`src/rtl/ddr_powerup_pkg.sv`:
```
package ddr_powerup_pkg;

    localparam int ROW_W     = 13;
    localparam int BANK_W    = 2;
    localparam int LO_W      = 5;
    localparam int HI_W      = ROW_W - LO_W;
    localparam int NUM_STEPS = 8;
    localparam int STEP_W    = $clog2(NUM_STEPS);

    typedef enum logic [1:0] {OP_NOP, OP_PRE, OP_REF, OP_MRS} op_e;
    typedef enum logic [2:0] {W_CKE, W_GAP, W_DLL, W_RFC, W_MODE} wsel_e;

    typedef struct packed {
        logic cs_n;
        logic ras_n;
        logic cas_n;
        logic we_n;
    } strobe_t;

    typedef struct packed {
        op_e               op;
        logic [BANK_W-1:0] bank;
        logic [HI_W-1:0]   row_hi;
        logic [LO_W-1:0]   row_lo;
        wsel_e             wsel;
    } step_t;

    localparam strobe_t STB_IDLE = '{cs_n: 1'b1, ras_n: 1'b1, cas_n: 1'b1, we_n: 1'b1};

    function automatic strobe_t encode_op(op_e op);
        strobe_t s;
        s = STB_IDLE;
        case (op)
            OP_PRE: s = '{cs_n: 1'b0, ras_n: 1'b0, cas_n: 1'b1, we_n: 1'b0};
            OP_REF: s = '{cs_n: 1'b0, ras_n: 1'b0, cas_n: 1'b0, we_n: 1'b1};
            OP_MRS: s = '{cs_n: 1'b0, ras_n: 1'b0, cas_n: 1'b0, we_n: 1'b0};
            default: s = STB_IDLE;
        endcase
        return s;
    endfunction

    function automatic logic [ROW_W-1:0] join_row(logic [HI_W-1:0] hi, logic [LO_W-1:0] lo);
        return {hi, lo};
    endfunction

    // Fixed program: settle, precharge, ext-mode, mode+DLL reset,
    // precharge, refresh x2, mode without DLL reset.
    function automatic step_t step_at(logic [STEP_W-1:0] idx);
        step_t s;
        case (idx)
            3'd0:    s = '{op: OP_NOP, bank: 2'd0, row_hi: 8'h00, row_lo: 5'h00, wsel: W_CKE};
            3'd1:    s = '{op: OP_PRE, bank: 2'd0, row_hi: 8'h20, row_lo: 5'h00, wsel: W_GAP};
            3'd2:    s = '{op: OP_MRS, bank: 2'd1, row_hi: 8'h00, row_lo: 5'h00, wsel: W_GAP};
            3'd3:    s = '{op: OP_MRS, bank: 2'd0, row_hi: 8'h09, row_lo: 5'h12, wsel: W_DLL};
            3'd4:    s = '{op: OP_PRE, bank: 2'd0, row_hi: 8'h20, row_lo: 5'h00, wsel: W_GAP};
            3'd5:    s = '{op: OP_REF, bank: 2'd0, row_hi: 8'h00, row_lo: 5'h00, wsel: W_RFC};
            3'd6:    s = '{op: OP_REF, bank: 2'd0, row_hi: 8'h00, row_lo: 5'h00, wsel: W_RFC};
            default: s = '{op: OP_MRS, bank: 2'd0, row_hi: 8'h01, row_lo: 5'h12, wsel: W_MODE};
        endcase
        return s;
    endfunction

endpackage

```
`src/rtl/seq_timer.sv`:
```
module seq_timer #(
    parameter int CNT_W = 8
) (
    input  logic             clk,
    input  logic             rst,
    input  logic             load,
    input  logic [CNT_W-1:0] load_val,
    output logic             last
);

    logic [CNT_W-1:0] cnt;

    always_ff @(posedge clk) begin
        if (rst) begin
            cnt <= '0;
        end else if (load) begin
            cnt <= load_val;
        end else if (cnt != '0) begin
            cnt <= cnt - 1'b1;
        end
    end

    assign last = (cnt == CNT_W'(1));

    // a loaded wait interval counts down one per cycle
    a_r6_countdown: assert property (@(posedge clk) disable iff (rst)
        (!load && cnt != '0) |=> (cnt == CNT_W'($past(cnt) - 1'b1)));

endmodule

```
`src/rtl/seq_cmd_drive.sv`:
```
module seq_cmd_drive
    import ddr_powerup_pkg::*;
(
    input  logic              issue,
    input  step_t             step,
    output strobe_t           strobes,
    output logic [ROW_W-1:0]  row,
    output logic [BANK_W-1:0] bank
);

    always_comb begin
        strobes = issue ? encode_op(step.op) : STB_IDLE;
        row     = join_row(step.row_hi, step.row_lo);
        bank    = step.bank;
    end

endmodule

```
`src/rtl/ddr_powerup_seq.sv`:
```
module ddr_powerup_seq
    import ddr_powerup_pkg::*;
#(
    parameter int T_CKE  = 4,
    parameter int T_GAP  = 2,
    parameter int T_DLL  = 200,
    parameter int T_RFC  = 4,
    parameter int T_MODE = 200
) (
    input  logic        clk,
    input  logic        rst,
    input  logic        start,
    output logic        busy,
    output logic        done,
    output logic        cke,
    output logic        cs_n,
    output logic        ras_n,
    output logic        cas_n,
    output logic        we_n,
    output logic [12:0] addr,
    output logic [1:0]  ba
);

    localparam int T_MAX_A = (T_CKE > T_GAP) ? T_CKE : T_GAP;
    localparam int T_MAX_B = (T_DLL > T_RFC) ? T_DLL : T_RFC;
    localparam int T_MAX_C = (T_MAX_A > T_MAX_B) ? T_MAX_A : T_MAX_B;
    localparam int T_MAX   = (T_MAX_C > T_MODE) ? T_MAX_C : T_MODE;
    localparam int CNT_W   = $clog2(T_MAX + 1);
    localparam logic [STEP_W-1:0] LAST_STEP = STEP_W'(NUM_STEPS - 1);

    typedef enum logic [1:0] {S_IDLE, S_CMD, S_WAIT, S_DONE} state_e;

    state_e            state;
    logic [STEP_W-1:0] step_idx;
    step_t             cur_step;
    strobe_t           stb;
    logic [CNT_W-1:0]  wait_len;
    logic              wait_last;

    function automatic logic [CNT_W-1:0] wait_for(wsel_e w);
        case (w)
            W_CKE:   return CNT_W'(T_CKE);
            W_GAP:   return CNT_W'(T_GAP);
            W_DLL:   return CNT_W'(T_DLL);
            W_RFC:   return CNT_W'(T_RFC);
            default: return CNT_W'(T_MODE);
        endcase
    endfunction

    assign cur_step = step_at(step_idx);
    assign wait_len = wait_for(cur_step.wsel);

    always_ff @(posedge clk) begin
        if (rst) begin
            state    <= S_IDLE;
            step_idx <= '0;
        end else begin
            case (state)
                S_IDLE, S_DONE: begin
                    if (start) begin
                        step_idx <= '0;
                        state    <= S_CMD;
                    end
                end
                S_CMD: state <= S_WAIT;
                S_WAIT: begin
                    if (wait_last) begin
                        if (step_idx == LAST_STEP) begin
                            state <= S_DONE;
                        end else begin
                            step_idx <= step_idx + 1'b1;
                            state    <= S_CMD;
                        end
                    end
                end
                default: state <= S_IDLE;
            endcase
        end
    end

    seq_timer #(.CNT_W(CNT_W)) u_timer (
        .clk      (clk),
        .rst      (rst),
        .load     (state == S_CMD),
        .load_val (wait_len),
        .last     (wait_last)
    );

    seq_cmd_drive u_drive (
        .issue   (state == S_CMD),
        .step    (cur_step),
        .strobes (stb),
        .row     (addr),
        .bank    (ba)
    );

    assign cs_n  = stb.cs_n;
    assign ras_n = stb.ras_n;
    assign cas_n = stb.cas_n;
    assign we_n  = stb.we_n;
    assign busy  = (state == S_CMD) || (state == S_WAIT);
    assign done  = (state == S_DONE);
    assign cke   = (state != S_IDLE);

    // idle after reset keeps clock enable low and strobes at NOP
    a_r1_idle_quiet: assert property (@(posedge clk) disable iff (rst)
        (!busy && !done) |-> (!cke && cs_n && ras_n && cas_n && we_n));

    // busy only rises after an accepted start
    a_r2_busy_from_start: assert property (@(posedge clk) disable iff (rst)
        $rose(busy) |-> $past(start));

    // a command occupies a single cycle
    a_r5_single_cycle: assert property (@(posedge clk) disable iff (rst)
        !cs_n |=> cs_n);

    // start during a run does not rewind the step pointer
    a_r8_no_rewind: assert property (@(posedge clk) disable iff (rst)
        (busy && start && step_idx != '0) |=> (step_idx != '0));

    // done holds until start
    a_r9_done_holds: assert property (@(posedge clk) disable iff (rst)
        (done && !start) |=> done);

    // busy and done are exclusive
    a_r10_exclusive: assert property (@(posedge clk) disable iff (rst)
        !(busy && done));

endmodule

```
`config.mk`:
```
export PLATFORM = sky130hd
export DESIGN_NAME = ddr_powerup_seq
export DESIGN_NICKNAME = d
export VERILOG_FILES = /design/src/rtl/ddr_powerup_pkg.sv /design/src/rtl/seq_timer.sv /design/src/rtl/seq_cmd_drive.sv /design/src/rtl/ddr_powerup_seq.sv
export SDC_FILE = /design/constraint.sdc
export NUM_CORES = 1
export LEC_CHECK = 0
export ABC_CLOCK_PERIOD_IN_PS = 2300
export BUFFER_PORTS_ARGS = -buffer_cell sky130_fd_sc_hd__buf_2
export CAP_MARGIN = 10
export CORE_UTILIZATION = 54
export DETAILED_ROUTE_END_ITERATION = 8
export PLACE_DENSITY = 0.84
export SLEW_MARGIN = 20
export SYNTH_ARGS = -nofsm -noshare
export SYNTH_HDL_FRONTEND = slang
export SYNTH_HIERARCHICAL = 1
export SYNTH_SLANG_ARGS = --single-unit
```
`constraint.sdc`:
```
create_clock -name clk -period 2.3 [get_ports clk]
set_input_delay 0.575 -clock clk [delete_from_list [all_inputs] [get_ports clk]]
set_output_delay 0.575 -clock clk [all_outputs]
set_load 0.01 [all_outputs]
```
==> qor.txt, run 1 <==
TritonCTS Buffers: 3
met3 Use GR: 0.0309
CP endpoint kind: output pin
Hold WC Path Type: input pin to flop
# DRC: 0
final worst slack: 0.0769 ns
GR Layer Usage met1: 0.255
IO buf count: 15
Diodes inserted: 0
Fin. Hold Viols: 0
DR vias/cell: 5.06
clock root cell: clkbuf_4
TritonCTS clock tree: done
worst slack, placed: 0.149 ns
hold_ws: 0.566 ns
power per standard cell area: 834 mW/mm²
Final setup viols: 0
Worst setup SP type: flop
Clk pin slew, worst setup/hold paths: 0.09 ns
Area Overhead vs Synth: 9.54%
Tcrit/Tclk final: 0.967
Setup Skew: 0.00457 ns
DR pass1 iterations: 4
Worst path max stage delay: 0.41 ns
DR iter-0 viols: 22
Clock Sinks: 13
Design Power: 1110 µW
CP required: 1.73 ns
critical-path cell list: inv_4 > ha_4 > or2_4 > nor2_2 > o21ai_1 > o21ai_1 > buf_2
layout cell share with drive strength beyond 1: 0.308
gpl congestion: 0.773
Bufs on Longest Clock Path: 2
Fillers: 179
Chip Height: 49.5 µm
Nets: 177
crit path DAT: 1.65 ns
WS Path Type: flop to output pin
gr busiest metal: met2
Die Span X: 49.5 µm
max cap viols: 0
Ys Warns: 6
Max FO, Critical Path: 6
antenna violations before repair: 0
gr usage total: 0.202
core area: 0.00204 mm²
global-route wire length before repair: 3.82 mm
LEAKAGE: 0.000593 µW
clk_lat worst skew: 0.29 ns
io pins: 25
effective utilization at floorplan: 0.597
outcome: completed
Gate Count Post-Synth: 143
Routed WL per cell: 11.8 µm
GRT overflow: 0
met2 usage: 0.329
max-slew violation count: 0
largest net degree at the start of global routing: 13
CP dominant cell by count: o21ai_1
vias in the first global route: 867
Routed Antenna Nets: 0
min cycle time layout: 2.22 ns
H-tree Lvls: 1
post-DP HPWL: 1.59 mm
fmax: 450 MHz
Max VDD drop: 0.000492 V
die area: 0.00245 mm²
Avg Cell Area, Syn: 8.53 µm²
Routed Wire Length: 2.20 mm
Cell Area, Synth: 0.00122 mm²
Worst path slowest cell: dfxtp_4
Rows: 16
routed via count: 941
[layer usage]
metal / wire length, µm / vias to the layer above
met5: 0 / -
met4: 46 / 0
met3: 99 / 7
met2: 1060 / 32
met1: 999 / 419
li1: - / 483
[state kept, by name, indices dropped and copies added, names as in the netlist]
signal / count
u_timer/cnt: 8
step_idx: 3
state: 2
[power breakdown]
group          switching, µW  internal (µW)  total, µW
clock                   85.3           67.6        153
sequential              87.3            291        378
combinational            313            271        584
[final timing paths]
kind,start,endpoint,slack [ns],depth (start not counted)
worst max-delay path,step_idx[1],cs_n,0.08,7
worst min-delay path,rst,state[1],0.57,2
worst max register to register,u_timer/cnt[4],state[0],0.19,6
worst min register to register,state[0],state[0],0.57,2
[metrics by stage]
stage               area [µm²]   util  cells  TNS [ns]
floorplan                 1260      -    154         0
global placement          1230  0.603    178         0
detailed placement        1230  0.603    178         0
CTS                       1280  0.627    184         0
global route              1340  0.654    186  -0.00327
finish                    1340  0.654    186         0
[repair_timing]
action                     in CTS  in global routing
hold endpoints to repair        0                  0
pin swaps                       1                  3
buffers inserted                2                  2
setup endpoints to repair       6                  4
gates resized for setup         5                 11
hold buffers                    0                  0
[critical path, delay by kind of cell, from the launching register on]
family,cells,cell delay [ns]
flops,1,0.41
fa+ha+maj,1,0.16
compound gates,2,0.23
buf+inv,2,0.22
simple gates,2,0.33
[placed cells by master, fill, tap and decap left out, types with 2 or more instances in the layout]
master / n
nor2_1: 18
buf_2: 15
conb_1: 12
ha_1: 11
dfxtp_1: 11
inv_1: 10
a21oi_1: 7
nand2_1: 6
xnor2_1: 6
buf_4: 5
nor2_2: 4
nand2b_1: 4
a211oi_2: 4
mux2i_1: 3
clkbuf_4: 3
inv_2: 2
o21ai_0: 2
nor4_2: 2
o21ai_1: 2
nor3_1: 2
a32o_1: 2
ha_4: 2
dfxtp_4: 2
nor3b_1: 2
[final cells by class]
class,instances,area [µm²],area share
tap,27,33.8,0.0253
multi-input combinational,108,841,0.629
sequential,13,268,0.200
timing repair buffer,20,113,0.0843
clock buffer,4,26.3,0.0197
inverter,14,55.1,0.0412
Power figures use the tool's default switching activity.
==> run 2, diff against run 1 <==
--- a/config.mk
+++ b/config.mk
@@ -14,5 +14,4 @@
 export SLEW_MARGIN = 20
 export SYNTH_ARGS = -nofsm -noshare
 export SYNTH_HDL_FRONTEND = slang
-export SYNTH_HIERARCHICAL = 1
 export SYNTH_SLANG_ARGS = --single-unit
==> run 2 against run 1 <==
  * Clock skew shrank 0.0038 ns
  * Sequential power grew 3%
  * Clock power is 3% lower
  * Synthesized area is 3.7% lower
  * Non-clock buffer count is 2 lower
  * Routed wire length up 15%
  * Global-route usage is 3.1 points higher
==> qor.txt, run 2 <==
outcome: completed
layout cell share with drive strength beyond 1: 0.248
Worst setup SP type: flop
TritonCTS Buffers: 3
Slew HR: 0.598
Cell variety after synth: 50
Reg power frac: 0.315
Diodes inserted: 0
setup bufs post-CTS: 0
RR Endpoint: step_idx[2]
post-synthesis sequential area ratio: 0.222
Chip Height: 48.6 µm
NetSw: 556 µW
max cap viols: 0
# DRC: 0
Clk pin slew, worst setup/hold paths: 0.08 ns
Most flops, register: u_timer.cnt
global-route wire length before repair: 4.27 mm
DR pass1 iterations: 4
GRT overflow: 0
crit path DAT: 1.66 ns
Bufs on Longest Clock Path: 2
max FFs per register: 8
top cells by area, synth: dfxtp_1 22%, ha_1 14%, buf_4 7.7%
TritonCTS clock tree: done
Clock Sinks: 13
Cell Area, Placed: 0.00122 mm²
Synth Flop Type: dfxtp_1
share of power burned in combinational logic: 0.565
Avg Cell Area, Syn: 8.16 µm²
non-filler cells, final: 184
most common cell after layout, fill and taps aside: buf_2
CP required: 1.73 ns
Hold WC Path Type: flop to flop
critical-path cell list: ha_1 > ha_2 > o211a_1 > a21oi_1 > a21oi_1 > buf_2
number of synthesized flops with an enable pin: 0
Tcrit/Tclk final: 0.970
clock root cell: clkbuf_4
Max VDD drop: 0.000742 V
Fillers: 181
CP dominant cell by count: a21oi_1
Nets: 174
clk_lat worst skew: 0.28 ns
hold path cells: 1
Final setup viols: 0
Setup crit start: step_idx[0]
Die Span X: 48.6 µm
post-DP HPWL: 1.86 mm
Ys Warns: 0
Rows: 16
R2R Setup Slk: 0.34 ns
Cell Area, Synth: 0.00117 mm²
multi-input combinational cell area: 818 µm²
post-cts hold buffer count: 0
Seq. cell area: 265 µm²
IO buf count: 15
Design Area, Final: 0.00129 mm²
Gate Count Post-Synth: 144
Worst path max stage delay: 0.39 ns
Worst path slowest cell: dfxtp_4
core area: 0.00200 mm²
internal power: 676 µW
vias in the first global route: 961
Yosys reg bits: 13
DR iter-0 viols: 39
worst r2r src: step_idx[0]
Area Overhead vs Synth: 10.1%
Routed Wire Length: 2.53 mm
hold path endpoint: step_idx[2]
Clk pwr share: 0.120
Worst Tran Pin Value: 0.597 ns
Post-Route Setup TNS: 0 ns
largest registers: u_timer.cnt: 8 flops, step_idx: 3 flops, state: 2 flops
Async SR Flop Fraction: 0
die area: 0.00237 mm²
power per standard cell area: 953 mW/mm²
most frequent cells in the layout: 15 x buf_2, 14 x a21oi_1, 13 x inv_1
CP endpoint kind: output pin
largest net degree at the start of global routing: 12
reg2reg path depth: 6
Net Sw Frac: 0.451
min cycle time layout: 2.23 ns
Synth area leader: dfxtp_1
antenna violations before repair: 0
Inst Count DP: 180
routed via count: 1,061
max-slew violation count: 0
Routed Antenna Nets: 0
io pins: 25
HP Start: step_idx[2]
effective utilization at floorplan: 0.587
Routed WL per cell: 13.8 µm
LEAKAGE: 0.000556 µW
Synth top cells by count: 14 x a21oi_1, 14 x inv_1, 13 x dfxtp_1, 13 x ha_1, 12 x buf_4
RSZ-0062 raised after global routing: false
gr usage total: 0.233
H-tree Lvls: 1
hold_ws: 0.523 ns
Fin. Hold Viols: 0
WS Path Type: flop to output pin
gpl congestion: 0.860
fmax: 448 MHz
Yosys top cell area share: 0.222
DR vias/cell: 5.77
Setup Skew: 0.000722 ns
Max FO, Critical Path: 9
-- run 2: logic make-up (layout without fill, tap and decap cells) --
| family | after synthesis | in the layout | synth area share |
|---|---|---|---|
| fa+ha+maj | 13 | 13 | 0.138 |
| simple gates | 42 | 42 | 0.211 |
| buf+inv | 31 | 36 | 0.141 |
| mux | 1 | 1 | 0.00852 |
| flops | 13 | 13 | 0.222 |
| other cells | 1 | 9 | 0.00319 |
| compound gates | 40 | 40 | 0.255 |
| xor+xnor | 3 | 3 | 0.0224 |
-- run 2: repair_timing --
item	in CTS	in global routing
pin swaps	0	1
resized for setup	7	5
setup endpoints to repair	8	5
-- run 2: critical path, delay by kind of cell, from the launching register on --
family	cells	cell delay, ns
adders and majority gates	2	0.46
DFF	1	0.39
AOI/OAI and AO/OA	3	0.39
buffers and inverters	1	0.14
-- run 2: final cells by class --
cell class	count	area share
inverter	14	0.0406
sequential	13	0.205
timing repair buffer	18	0.0754
clock buffer	4	0.0203
tap	27	0.0261
multi-input combinational	108	0.632
-- run 2: how the worst max path moves through the flow --
stage,to,slack [ns],cells past startpoint
after floorplan,ras_n,0.29,6
after global routing,we_n,0.004,7
after detailed placement,cs_n,0.13,6
after CTS,addr[10],0.003,6
final,addr[10],0.07,6
after global placement,cs_n,0.27,6
-- run 2: power groups by stage --
stage | registers (µW) | logic [µW] | clock network, µW
floorplan | 362 | 576 | 0
global placement | 388 | 665 | 0
detailed placement | 393 | 682 | 0
CTS | 388 | 691 | 150
global route | 402 | 780 | 161
finish | 388 | 696 | 148
-- run 2: through the flow --
step            util  power (µW)  worst slack [ns]
4_1_cts        0.634        1230           0.00297
3_3_place_gp   0.611        1050             0.269
6_report       0.646        1230            0.0686
3_5_place_dp   0.611        1080             0.132
2_1_floorplan      -         938             0.288
5_1_grt        0.646        1340           0.00353
-- run 2: per-layer routing --
metal | wire length, µm | track usage | up-vias
li1 | - | - | 528
met3 | 128 | 0.0220 | 8
met5 | 0 | 0 | -
met4 | 87 | 0.157 | 0
met2 | 1220 | 0.387 | 41
met1 | 1090 | 0.284 | 484
==> run 3, diff against run 2 <==
--- a/config.mk
+++ b/config.mk
@@ -9,9 +9,10 @@
 export BUFFER_PORTS_ARGS = -buffer_cell sky130_fd_sc_hd__buf_2
 export CAP_MARGIN = 10
 export CORE_UTILIZATION = 54
+export CTS_BUF_LIST = sky130_fd_sc_hd__clkbuf_16
+export CTS_CLUSTER_DIAMETER = 150
 export DETAILED_ROUTE_END_ITERATION = 8
 export PLACE_DENSITY = 0.84
-export SLEW_MARGIN = 20
 export SYNTH_ARGS = -nofsm -noshare
 export SYNTH_HDL_FRONTEND = slang
 export SYNTH_SLANG_ARGS = --single-unit
==> run 3 against run 2 <==
  * Register-to-register slack hardly changed
  * First-iteration DRC count is 15% higher
  * Critical path type unchanged
  * Critical path depth stayed put
  * Power is 15% higher
  * Global-route usage is 0.066 points higher
  * Highest routed layer unchanged
  * Fmax is 1.1% higher
  * Flip-flop and latch count stayed put
  * Sequential power hardly changed
  * Via count is 1.4% higher
==> qor.txt, run 3 (synthesis gave the netlist of run 2 again) <==
largest net degree at the start of global routing: 12
CP required: 1.73 ns
Final setup viols: 0
met1 WL: 1.15 mm
max-slew violation count: 0
R2R Setup Slk: 0.34 ns
most common cell after layout, fill and taps aside: buf_2
worst slack, placed: 0.132 ns
Setup Skew: 0.000906 ns
crit path DAT: 1.63 ns
vias in the first global route: 947
WS Path Type: flop to output pin
die area: 0.00237 mm²
Cell Area, Placed: 0.00122 mm²
Die Span X: 48.6 µm
Post-Route Setup TNS: 0 ns
outcome: completed
fmax: 453 MHz
Chip Height: 48.6 µm
GRT overflow: 0
Nets: 174
Slew HR: 0.579
met3 routed WL: 110 µm
DR iter-0 viols: 45
Max FO, Critical Path: 9
RSZ-0062 raised after global routing: false
layout cell share with drive strength beyond 1: 0.248
max FFs per register: 8
Design Area, Final: 0.00133 mm²
gpl congestion: 0.860
hold path cells: 1
global-route wire length before repair: 4.20 mm
io pins: 25
LEAKAGE: 0.000581 µW
Tcrit/Tclk final: 0.959
antenna violations before repair: 0
# DRC: 0
Worst setup SP type: flop
setup bufs post-CTS: 0
Routed Antenna Nets: 0
H-tree Lvls: 1
clk_lat worst skew: 0.24 ns
Fillers: 173
Clk pin slew, worst setup/hold paths: 0.04 ns
effective utilization at floorplan: 0.587
multi-input combinational cell area: 808 µm²
Area Overhead vs Synth: 13.5%
TritonCTS clock tree: done
Worst Tran Pin Value: 0.625 ns
reg2reg path depth: 6
hold path endpoint: step_idx[2]
routed via count: 1,076
worst r2r src: step_idx[0]
clock root cell: clkbuf_16
Most flops, register: u_timer.cnt
most frequent cells in the layout: 15 x buf_2, 14 x inv_1, 14 x a21oi_1
DR pass1 iterations: 4
largest registers: u_timer.cnt: 8 flops, step_idx: 3 flops, state: 2 flops
post-cts hold buffer count: 0
Routed WL per cell: 14.1 µm
core area: 0.00200 mm²
Routed Wire Length: 2.59 mm
TritonCTS Buffers: 3
DR vias/cell: 5.85
RR Endpoint: step_idx[2]
post-DP HPWL: 1.86 mm
power per standard cell area: 1060 mW/mm²
CP endpoint kind: output pin
Rows: 16
Diodes inserted: 0
highest routed layer: met4
DR WL met2: 1.23 mm
Max VDD drop: 0.000704 V
gr usage total: 0.234
Hold WC Path Type: flop to flop
HP Start: step_idx[2]
final core utilization: 0.666
Seq. cell area: 263 µm²
Bufs on Longest Clock Path: 2
IO buf count: 15
Fin. Hold Viols: 0
min cycle time layout: 2.21 ns
Clock Sinks: 13
max cap viols: 0
final worst slack: 0.0932 ns
## run 3: per-stage QoR
stage | std cells | hold slack (ns) | power (µW)
3_5_place_dp | 180 | 0.504 | 1080
2_1_floorplan | 152 | 0.498 | 938
4_1_cts | 184 | 0.511 | 1410
3_3_place_gp | 180 | 0.492 | 1050
5_1_grt | 184 | 0.551 | 1520
6_report | 184 | 0.515 | 1420
## run 3: worst max path at each step
stage	from	end	slack, ns	cells after the start
detailed placement	step_idx[0]	cs_n	0.13	6
CTS	step_idx[0]	we_n	0.03	7
global placement	step_idx[0]	cs_n	0.27	6
floorplan	step_idx[0]	ras_n	0.29	6
global route	step_idx[0]	we_n	0.008	7
finish	step_idx[0]	cs_n	0.09	6
## run 3: worst max-delay path: stages (launching register included)
cell and delay [ns]:
dfxtp_2 0.42, inv_2 0.09, ha_2 0.22, nor2_2 0.17, o22ai_2 0.11, a41o_1 0.23
buf_2 0.14
## run 3: area by class of cell
cell class,count,share of cell area
clock buffers,3,0.0563
clock inverters,1,0.00281
well taps,27,0.0253
flip-flops and latches,13,0.197
repair buffers,18,0.0732
inverters,14,0.0394
multi-input cells,108,0.606
## run 3: repair_timing
| item | in CTS | in global routing |
|---|---|---|
| gates cloned | 0 | 0 |
| resized for setup | 3 | 7 |
| setup endpoints to repair | 8 | 5 |
## run 3: power by group
| group | total, µW | internal, µW | switching (µW) |
|---|---|---|---|
| Sequential | 391 | 291 | 101 |
| Clock | 325 | 229 | 95.6 |
| Combinational | 701 | 320 | 381 |
## run 3: layer usage
metal  GRT usage  up-vias
li1            -      522
met1       0.273      499
met2       0.382       47
met3      0.0409        8
met4       0.172        0
met5           0        -
